===== config.mk =====
export PLATFORM = sky130hd
export DESIGN_NAME = tmr_host_port
export DESIGN_NICKNAME = d
export VERILOG_FILES = /design/src/rtl/tmr_hostif_pkg.sv /design/src/rtl/tmr_ctrl_dec.sv /design/src/rtl/tmr_chan_seq.sv /design/src/rtl/tmr_rd_mux.sv /design/src/rtl/tmr_host_port.sv
export SDC_FILE = /design/constraint.sdc
export NUM_CORES = 1
export LEC_CHECK = 0
export BUFFER_PORTS_ARGS = -buffer_cell sky130_fd_sc_hd__buf_2
export CAP_MARGIN = 20
export CORE_AREA = 2 2 157 159
export CTS_BUF_LIST = sky130_fd_sc_hd__clkbuf_2
export CTS_CLUSTER_DIAMETER = 200
export CTS_CLUSTER_SIZE = 40
export DETAILED_ROUTE_END_ITERATION = 8
export DIE_AREA = 0 0 159 161
export PLACE_DENSITY = 0.6
export SLEW_MARGIN = 15
export SYNTH_ARGS = -nofsm -noshare
export SYNTH_HDL_FRONTEND = slang
export SYNTH_SLANG_ARGS = --single-unit

===== constraint.sdc =====
create_clock -name clk -period 1.75 [get_ports clk]
set_clock_uncertainty 0.1 [all_clocks]
set_input_delay 0.175 -clock clk [delete_from_list [all_inputs] [get_ports clk]]
set_output_delay 0.175 -clock clk [all_outputs]
set_load 0.03 [all_outputs]

===== src/rtl/tmr_hostif_pkg.sv =====
// Package: shared types for the timer host register port.
// Assumes an 8-bit control word with the field positions listed in ctrl_t.
package tmr_hostif_pkg;

    typedef enum logic [1:0] {
        ACC_FREEZE = 2'd0,
        ACC_LO     = 2'd1,
        ACC_HI     = 2'd2,
        ACC_WORD   = 2'd3
    } acc_e;

    typedef struct packed {
        logic [1:0] sel;
        acc_e       acc;
        logic [2:0] mode;
        logic       bcd;
    } ctrl_t;

    localparam logic [2:0] MODE_AT_RESET = 3'd3;
    localparam logic [1:0] CTRL_LOC      = 2'd3;
    localparam logic [7:0] CTRL_RD_VALUE = 8'hFF;

endpackage


===== src/rtl/tmr_ctrl_dec.sv =====
// Module: tmr_ctrl_dec
// Splits host accesses into per-channel enables: program, freeze, data
// write and data read. Assumes bus_wr and bus_rd are never high together.
module tmr_ctrl_dec
    import tmr_hostif_pkg::*;
#(
    parameter int NUM_CH = 3
) (
    input  logic [1:0]        bus_addr,
    input  logic              bus_wr,
    input  logic              bus_rd,
    input  logic [7:0]        bus_wdata,
    output logic [NUM_CH-1:0] cfg_we,
    output logic [NUM_CH-1:0] frz_we,
    output logic [NUM_CH-1:0] dat_we,
    output logic [NUM_CH-1:0] dat_rd,
    output acc_e              cfg_acc,
    output logic [2:0]        cfg_mode,
    output logic              cfg_bcd
);

    ctrl_t ctl;
    logic  ctl_wr;

    // Purpose: view the write data as a control word.
    assign ctl      = ctrl_t'(bus_wdata);
    assign ctl_wr   = bus_wr && (bus_addr == CTRL_LOC);
    assign cfg_acc  = ctl.acc;
    assign cfg_mode = ctl.mode;
    assign cfg_bcd  = ctl.bcd;

    // Purpose: one set of enables per channel; select value 3 matches none.
    for (genvar i = 0; i < NUM_CH; i++) begin : g_ch
        assign cfg_we[i] = ctl_wr && (ctl.sel == 2'(i)) && (ctl.acc != ACC_FREEZE);
        assign frz_we[i] = ctl_wr && (ctl.sel == 2'(i)) && (ctl.acc == ACC_FREEZE);
        assign dat_we[i] = bus_wr && (bus_addr == 2'(i));
        assign dat_rd[i] = bus_rd && (bus_addr == 2'(i));
    end

endmodule


===== src/rtl/tmr_chan_seq.sv =====
// Module: tmr_chan_seq
// Byte sequencer for one channel: holds access type, mode and flag,
// assembles reload values, freezes the count and picks the read byte.
// Assumes at most one of cfg_we, frz_we, dat_we, dat_rd per cycle.
module tmr_chan_seq
    import tmr_hostif_pkg::*;
#(
    parameter int DW = 8,
    localparam int CW = 2 * DW
) (
    input  logic          clk,
    input  logic          rst_n,
    input  logic          cfg_we,
    input  logic          frz_we,
    input  logic          dat_we,
    input  logic          dat_rd,
    input  acc_e          cfg_acc,
    input  logic [2:0]    cfg_mode,
    input  logic          cfg_bcd,
    input  logic [DW-1:0] wdata,
    input  logic [CW-1:0] live_cnt,
    output logic [DW-1:0] rdata,
    output logic          ld_stb,
    output logic [CW-1:0] ld_val,
    output logic [2:0]    mode_o,
    output logic          bcd_o
);

    acc_e          acc_q;
    logic [2:0]    mode_q;
    logic          bcd_q;
    logic          wr_hi_q;
    logic          rd_hi_q;
    logic          frz_armed_q;
    logic          frz_hi_q;
    logic [CW-1:0] frz_q;
    logic [DW-1:0] hold_q;
    logic          ld_stb_q;
    logic [CW-1:0] ld_val_q;

    // Purpose: programming, freeze capture and byte-order toggles.
    always_ff @(posedge clk) begin
        if (!rst_n) begin
            acc_q       <= ACC_LO;
            mode_q      <= MODE_AT_RESET;
            bcd_q       <= 1'b0;
            wr_hi_q     <= 1'b0;
            rd_hi_q     <= 1'b0;
            frz_armed_q <= 1'b0;
            frz_hi_q    <= 1'b0;
            frz_q       <= '0;
            hold_q      <= '0;
        end else begin
            if (cfg_we) begin
                acc_q       <= cfg_acc;
                mode_q      <= cfg_mode;
                bcd_q       <= cfg_bcd;
                wr_hi_q     <= 1'b0;
                rd_hi_q     <= 1'b0;
                frz_armed_q <= 1'b0;
                frz_hi_q    <= 1'b0;
            end else if (frz_we) begin
                frz_q       <= live_cnt;
                frz_armed_q <= 1'b1;
                frz_hi_q    <= 1'b0;
            end
            if (dat_we && (acc_q == ACC_WORD)) begin
                if (!wr_hi_q) begin
                    hold_q <= wdata;
                end
                wr_hi_q <= !wr_hi_q;
            end
            if (dat_rd) begin
                if (frz_armed_q) begin
                    frz_hi_q <= !frz_hi_q;
                    if (frz_hi_q) begin
                        frz_armed_q <= 1'b0;
                    end
                end else if (acc_q == ACC_WORD) begin
                    rd_hi_q <= !rd_hi_q;
                end
            end
        end
    end

    // Purpose: build the reload value and pulse the load strobe.
    always_ff @(posedge clk) begin
        if (!rst_n) begin
            ld_stb_q <= 1'b0;
            ld_val_q <= '0;
        end else begin
            ld_stb_q <= 1'b0;
            if (dat_we) begin
                unique case (acc_q)
                    ACC_LO: begin
                        ld_stb_q <= 1'b1;
                        ld_val_q <= {{DW{1'b0}}, wdata};
                    end
                    ACC_HI: begin
                        ld_stb_q <= 1'b1;
                        ld_val_q <= {wdata, {DW{1'b0}}};
                    end
                    ACC_WORD: begin
                        if (wr_hi_q) begin
                            ld_stb_q <= 1'b1;
                            ld_val_q <= {wdata, hold_q};
                        end
                    end
                    default: ;
                endcase
            end
        end
    end

    // Purpose: choose the byte a read of this channel returns.
    always_comb begin
        if (frz_armed_q) begin
            rdata = frz_hi_q ? frz_q[CW-1:DW] : frz_q[DW-1:0];
        end else begin
            unique case (acc_q)
                ACC_HI:   rdata = live_cnt[CW-1:DW];
                ACC_WORD: rdata = rd_hi_q ? live_cnt[CW-1:DW] : live_cnt[DW-1:0];
                default:  rdata = live_cnt[DW-1:0];
            endcase
        end
    end

    assign ld_stb = ld_stb_q;
    assign ld_val = ld_val_q;
    assign mode_o = mode_q;
    assign bcd_o  = bcd_q;

endmodule


===== src/rtl/tmr_rd_mux.sv =====
// Module: tmr_rd_mux
// Selects the read byte by address; the control location and any address
// without a channel return the fixed control read value.
module tmr_rd_mux
    import tmr_hostif_pkg::*;
#(
    parameter int NUM_CH = 3,
    parameter int DW     = 8
) (
    input  logic [1:0]           bus_addr,
    input  logic [NUM_CH*DW-1:0] ch_rdata,
    output logic [DW-1:0]        bus_rdata
);

    // Purpose: address-indexed byte select with a fixed default.
    always_comb begin
        bus_rdata = DW'(CTRL_RD_VALUE);
        for (int i = 0; i < NUM_CH; i++) begin
            if (bus_addr == 2'(i)) begin
                bus_rdata = ch_rdata[i*DW +: DW];
            end
        end
    end

endmodule


===== src/rtl/tmr_host_port.sv =====
// Module: tmr_host_port
// Host register port for up to three timer channels: control word decode,
// per-channel byte sequencing and read selection.
// Assumes NUM_CH <= 3 and that reads and writes never share a cycle.
module tmr_host_port
    import tmr_hostif_pkg::*;
#(
    parameter int NUM_CH = 3,
    parameter int DW     = 8,
    localparam int CW    = 2 * DW
) (
    input  logic                 clk,
    input  logic                 rst_n,
    input  logic [1:0]           bus_addr,
    input  logic                 bus_wr,
    input  logic [DW-1:0]        bus_wdata,
    input  logic                 bus_rd,
    output logic [DW-1:0]        bus_rdata,
    input  logic [NUM_CH*CW-1:0] ch_count,
    output logic [NUM_CH-1:0]    ld_strobe,
    output logic [NUM_CH*CW-1:0] ld_value,
    output logic [NUM_CH*3-1:0]  ch_mode,
    output logic [NUM_CH-1:0]    ch_bcd
);

    logic [NUM_CH-1:0]    cfg_we;
    logic [NUM_CH-1:0]    frz_we;
    logic [NUM_CH-1:0]    dat_we;
    logic [NUM_CH-1:0]    dat_rd;
    acc_e                 cfg_acc;
    logic [2:0]           cfg_mode;
    logic                 cfg_bcd;
    logic [NUM_CH*DW-1:0] ch_rdata;

    // Purpose: decode host accesses into per-channel enables.
    tmr_ctrl_dec #(.NUM_CH(NUM_CH)) u_dec (
        .bus_addr  (bus_addr),
        .bus_wr    (bus_wr),
        .bus_rd    (bus_rd),
        .bus_wdata (bus_wdata),
        .cfg_we    (cfg_we),
        .frz_we    (frz_we),
        .dat_we    (dat_we),
        .dat_rd    (dat_rd),
        .cfg_acc   (cfg_acc),
        .cfg_mode  (cfg_mode),
        .cfg_bcd   (cfg_bcd)
    );

    // Purpose: one byte sequencer per channel.
    for (genvar i = 0; i < NUM_CH; i++) begin : g_seq
        tmr_chan_seq #(.DW(DW)) u_seq (
            .clk      (clk),
            .rst_n    (rst_n),
            .cfg_we   (cfg_we[i]),
            .frz_we   (frz_we[i]),
            .dat_we   (dat_we[i]),
            .dat_rd   (dat_rd[i]),
            .cfg_acc  (cfg_acc),
            .cfg_mode (cfg_mode),
            .cfg_bcd  (cfg_bcd),
            .wdata    (bus_wdata),
            .live_cnt (ch_count[i*CW +: CW]),
            .rdata    (ch_rdata[i*DW +: DW]),
            .ld_stb   (ld_strobe[i]),
            .ld_val   (ld_value[i*CW +: CW]),
            .mode_o   (ch_mode[i*3 +: 3]),
            .bcd_o    (ch_bcd[i])
        );
    end

    // Purpose: return the addressed byte.
    tmr_rd_mux #(.NUM_CH(NUM_CH), .DW(DW)) u_rmux (
        .bus_addr  (bus_addr),
        .ch_rdata  (ch_rdata),
        .bus_rdata (bus_rdata)
    );

endmodule


# Word level (Yosys, flattened, before mapping)
# Index checks and enable logic that the tools add are counted.
[op_classes] eq_ne=17 mux=72 bitwise_logic=6 n_reduce_logical=53
[op_table] operator="case mux 16 bit (3 select lines)" count=3
[op_table] operator="two-way mux 8 bit" count=12
[op_table] operator="two-way mux 1 bit" count=48
[op_table] operator="two-way mux 16 bit" count=3
[op_table] operator="case mux 8 bit (2 select lines)" count=3
[op_table] operator="logical AND 1 bit" count=19
[op_table] operator="== test 2 bit (second input constant)" count=9
[op_table] operator="AND reduction 2 bit" count=9
[op_table] operator="== test 2 x 1 -> 1 bit (second input constant)" count=5
[op_table] operator="zero test 1 bit" count=9
[op_table] operator="AND reduction 3 bit" count=3
[op_table] operator="nonzero test 3 bit" count=3
[op_table] operator="nonzero test 2 bit" count=4
[op_table] operator="zero test 2 bit" count=3
[op_table] operator="inequality test 2 x 1 -> 1 bit (second input constant)" count=3
[op_table] operator="inverter 1 bit" count=6
[op_table] operator="case mux 1 bit (2 select lines)" count=3
[op_table] operator="OR reduction 2 bit" count=3
[totals] regBits=153 input_bits=62 output_inout_bits=71 word_cells=181

# Logic depth before layout (Yosys ltp)
[logic_depth] depth_word=9 mapped_depth=8 mapped_depth_nobuf=6

# Cells and area by module
# From an unflattened synthesis, not the netlist that was laid out.
[unflattened] cells_unflattened=811 area_unflattened_um2=7140.6
[modules_own_cells] mod="tmr_chan_seq (g_seq[0].u_seq ...)" instances=2 cells_per_inst=256 area_each_um2=2259.7
[modules_own_cells] mod="tmr_chan_seq (g_seq[2].u_seq)" instances=1 cells_per_inst=256 area_each_um2=2267.2
[modules_own_cells] mod="tmr_rd_mux" instances=1 cells_per_inst=20 area_each_um2=191.4
[modules_own_cells] mod="tmr_ctrl_dec" instances=1 cells_per_inst=23 area_each_um2=162.7

# Least setup slack after synthesis
# OpenSTA, ideal clock, no wires.
[synth_path] path_kind="reg2out" from="reg g_seq[0].u_seq.acc_q[1]" to="out bus_rdata[0]" arrival_ns=2.327 slack_ns=-0.852 path_stages_with_launch=7 path_cell_list="dfxtp_1 ha_1 buf_2 a21oi_1 nor2_1 a221oi_1 o41ai_1"
[synth_via] elab_chain_len=6 word_cells_on_any_way=7 classes_between="eq/ne: 2; mux: 5"
[synth_lines] element="start, declared" line_no="tmr_chan_seq.sv:29" source="acc_e acc_q;"
[synth_lines] element="start signal, assigned" line_no="tmr_chan_seq.sv:55" source="acc_q <= cfg_acc;"
[synth_lines] element="== test 2 bit" line_no="tmr_chan_seq.sv:120" source="unique case (acc_q)"
[synth_lines] element="case mux 8 bit (2 select lines) (*)" line_no="tmr_chan_seq.sv:120"
[synth_lines] element="two-way mux 8 bit (*)" line_no="tmr_chan_seq.sv:117" source="if (frz_armed_q) begin"
[synth_lines] element="two-way mux 8 bit (*) (3 in series)" line_no="tmr_rd_mux.sv:19" source="if (bus_addr == 2'(i)) begin"
[synth_lines] element="end, declared" line_no="tmr_host_port.sv:18" source="output logic [DW-1:0] bus_rdata,"
# Mark *: on every way between the ends. The rest lies on a longest branch, timed or not.

# Final worst setup path
[layout_path] from="reg g_seq[0].u_seq.acc_q[0]" to="out bus_rdata[7]"
# The elaborated chain is that of the path after synthesis.

==> results.tsv <==
stage	metric	value	unit
run_status	outcome	finished with violations	
run_status	failing checks	setup timing	
floorplan	die height	161	µm
critical_path	Worst EP required	1470	ps
global_routing	met1 Usage GRT	24.3	%
global_routing	first-pass GRT wire length	38.7	mm
clock_tree	total CTS buffers	17	
global_routing	GRT overflow	0	
critical_path	Crit. End Element	output port	
global_routing	GR Util All Layers	18.8	%
global_routing	met3 Usage GRT	4.90	%
critical_path	WS Path Type	reg2out	
critical_path	crit path max fanout	4	
global_routing	initial antenna violation count	6	
drt	Starting DRT DRC Count	453	
power	power density over cell area	593	nW/µm²
floorplan	I/O pin cnt	133	
sta	Fin. Hold Viols	0	
placement	GPL Wtd Cong	0.873	
logic_synthesis	Synth Flop Type	dfxtp_1	
floorplan	row cnt	57	
floorplan	Die X	159	µm
logic_synthesis	synth warn	0	
global_routing	vias in the first global route	7112	
sta	Tcrit/Tclk final	166	%
final_layout	layout cells sized above 1	39.8	%
power	Leakage	4.69	nW
job	max_cap viols	0	
clock_tree	# clock sinks	153	
logic_synthesis	Seq cells post-synth	153	
drt	DRC	0	
critical_path	arrival time at the worst endpoint	2630	ps
clock_tree	Root Buffer	clkbuf_2	
sta	Slew @ Worst Pin	499	ps
logic_synthesis	top-area cell type share of the netlist area	43.3	%
drt	via/cell ratio	5.07	
logic_synthesis	Avg Cell Area, Syn	8.58	µm²
sta	Final min period	2910	ps
drt	Final ANT Viol Nets	0	
min_path	Hold WC Path Type	in2reg	
drt	DR pass1 iterations	7	
logic_synthesis	synth top area cells	dfxtp_1 (43%), mux2i_1 (7.1%), nand2_1 (5.8%), a21oi_1 (5.6%), nor2_1 (3.7%)	
sta	count of final max-slew check failures	0	
power	Final Total Pwr	6.77	mW
clock_tree	Reg clk slew, reported paths	230	ps
global_routing	gr busiest metal	met2	
logic_synthesis	Cell Area, Synth	7080	µm²
placement	Placed Area	8780	µm²
logic_synthesis	register area share after synthesis	43.3	%
drt	Vias	7498	
floorplan	area of the die	25600	µm²
global_routing	met2 GRT Util	32.3	%
sta	final setup vio count	78	
sta	max frequency	344	MHz
placement	IO buf count	132	
final_layout	Area growth, synth to finish	61.5	%
clock_tree	Clock Latency Late Sink	740	ps
power	maximum vdd drop	0.386	mV
logic_synthesis	Synth Instances	825	
clock_tree	TritonCTS clock tree	built	
placement	DP HPWL	16.1	mm
logic_synthesis	fraction of registers with async set or reset after synthesis	0	%
final_layout	Final Cell Area	11400	µm²
sta	WHS	36.3	ps
final_layout	Nets	1212	
floorplan	initial core utilization	29.5	%
sta	Final WS setup	-1160	ps
drt	WL per Instance	17.5	µm
clock_tree	# H-tree levels	4	
logic_synthesis	Post-synth EDFFs	0	
drt	drt total wl	25.9	mm
critical_path	Critical Path Start Type	flip-flop	
floorplan	core area	24000	µm²
sta	Slew headroom	66.7	%
global_routing	pin count of the biggest net entering global routing	38	
clock_tree	worst-case clock buffer depth	2	
logic_synthesis	Net Count, Synth	896	
logic_synthesis	largest area contributor in the netlist	dfxtp_1	
sta	RSZ-0062 raised after global routing	true	
logic_synthesis	Netlist cell types	54	
==> flip-flops by register name, summed over array words and instances, names as in the netlist <==
signal and cells:
g_seq.u_seq.frz_q 48, g_seq.u_seq.ld_val 48, g_seq.u_seq.hold_q 24, g_seq.u_seq.mode_o 9, g_seq.u_seq.acc_q 6, g_seq.u_seq.bcd_o 3
g_seq.u_seq.frz_armed_q 3, g_seq.u_seq.frz_hi_q 3, g_seq.u_seq.ld_stb 3, g_seq.u_seq.rd_hi_q 3, g_seq.u_seq.wr_hi_q 3
==> metrics by stage <==
stage	TNS (ps)	instances	setup WS (ps)	utilization [%]
final	-26150	1478	-1160	47.7
after global routing	-29600	1477	-1280	47.7
after CTS	-23850	1452	-1160	44.3
after detailed placement	-8940	1298	-372	36.6
after global placement	-7290	1298	-351	36.6
after floorplan	-2880	825	-501	-
==> what timing repair did <==
| item | in CTS | in global routing |
|---|---|---|
| setup endpoints to repair | 82 | 128 |
| hold buffers | 112 | 5 |
| pin swaps | 24 | 59 |
| gates cloned | 3 | 6 |
| buffers inserted | 11 | 14 |
| hold endpoints to repair | 150 | 18 |
| resized for setup | 73 | 131 |
==> cells in the final DEF, fill, tap and decap left out, types with 19 or more instances in the layout <==
cell           netlist  final
nor2_1              70     54
nand2_1            110    109
dfxtp_1            153    142
a21oi_1             79     61
nor3b_1             21     21
clkbuf_2             2     19
buf_4                9     94
mux2i_1             50     48
buf_2               21    124
o21ai_0             31     28
dlygate4sd3_1        0    112
==> layout make-up <==
cell class / instances / area (µm²)
Timing Repair Buffer: 374 / 3180
Inverter: 11 / 53.8
Clock inverter: 12 / 150
Tap cell: 324 / 405
Clock buffer: 18 / 90.1
Antenna cell: 2 / 5.00
Fill cell: 2264 / 12500
Multi-Input combinational cell: 584 / 4450
Sequential cell: 153 / 3090
==> power by group <==
group          switching, mW  internal [mW]  leakage, nW
combinational          0.600          0.477         3.31
clock                   1.35          0.791        0.148
sequential            0.0295           3.53         1.24
==> cells by family after synthesis <==
kind of cell | count (synthesis) | share of synthesized area [%]
buffers and inverters | 89 | 6.08
multiplexers | 66 | 9.62
AO/OA/AOI/OAI | 196 | 18.0
adder cells (fa/ha/maj) | 9 | 1.59
flip-flops | 153 | 43.3
AND/OR/NAND/NOR | 312 | 21.4
==> critical path, cell delays in order, from the launching register on <==
cell and delay, ps:
dfxtp_4 430, inv_4 40, ha_4 160, nor2b_4 130
a211oi_4 230, buf_6 170, buf_12 100, a221oi_2 50
a222oi_1 350, buf_4 230
==> layer usage <==
metal	part of all wire, %	vias to the layer above	routed length, µm
li1	-	3570	-
met1	45	3681	11600
met2	48	217	12500
met3	5.6	26	1450
met4	0.99	4	257
met5	0.10	-	27
==> Yosys cell counts (all sizes together), types with 24 or more instances <==
master  instances
dfxtp         153
nand2         110
a21oi          79
nor2           73
mux2i          50
buf            39
clkbuf         39
nand3          39
o21ai          31
nor3           27
a211oi         25
a221oi         24
==> path summary, 6_finish.rpt <==
| path | from | to | slack, ps | cells past startpoint |
|---|---|---|---|---|
| max | g_seq[0].u_seq.acc_q[0] | bus_rdata[7] | -1160 | 9 |
| min | bus_addr[1] | g_seq[1].u_seq.rd_hi_q | 40 | 6 |
| max reg2reg | g_seq[0].u_seq.acc_q[0] | g_seq[0].u_seq.ld_val[9] | -50 | 8 |
| min reg2reg | g_seq[1].u_seq.ld_val[11] | g_seq[1].u_seq.ld_val[11] | 370 | 2 |
No activity file was read; power rests on OpenSTA's default activity.
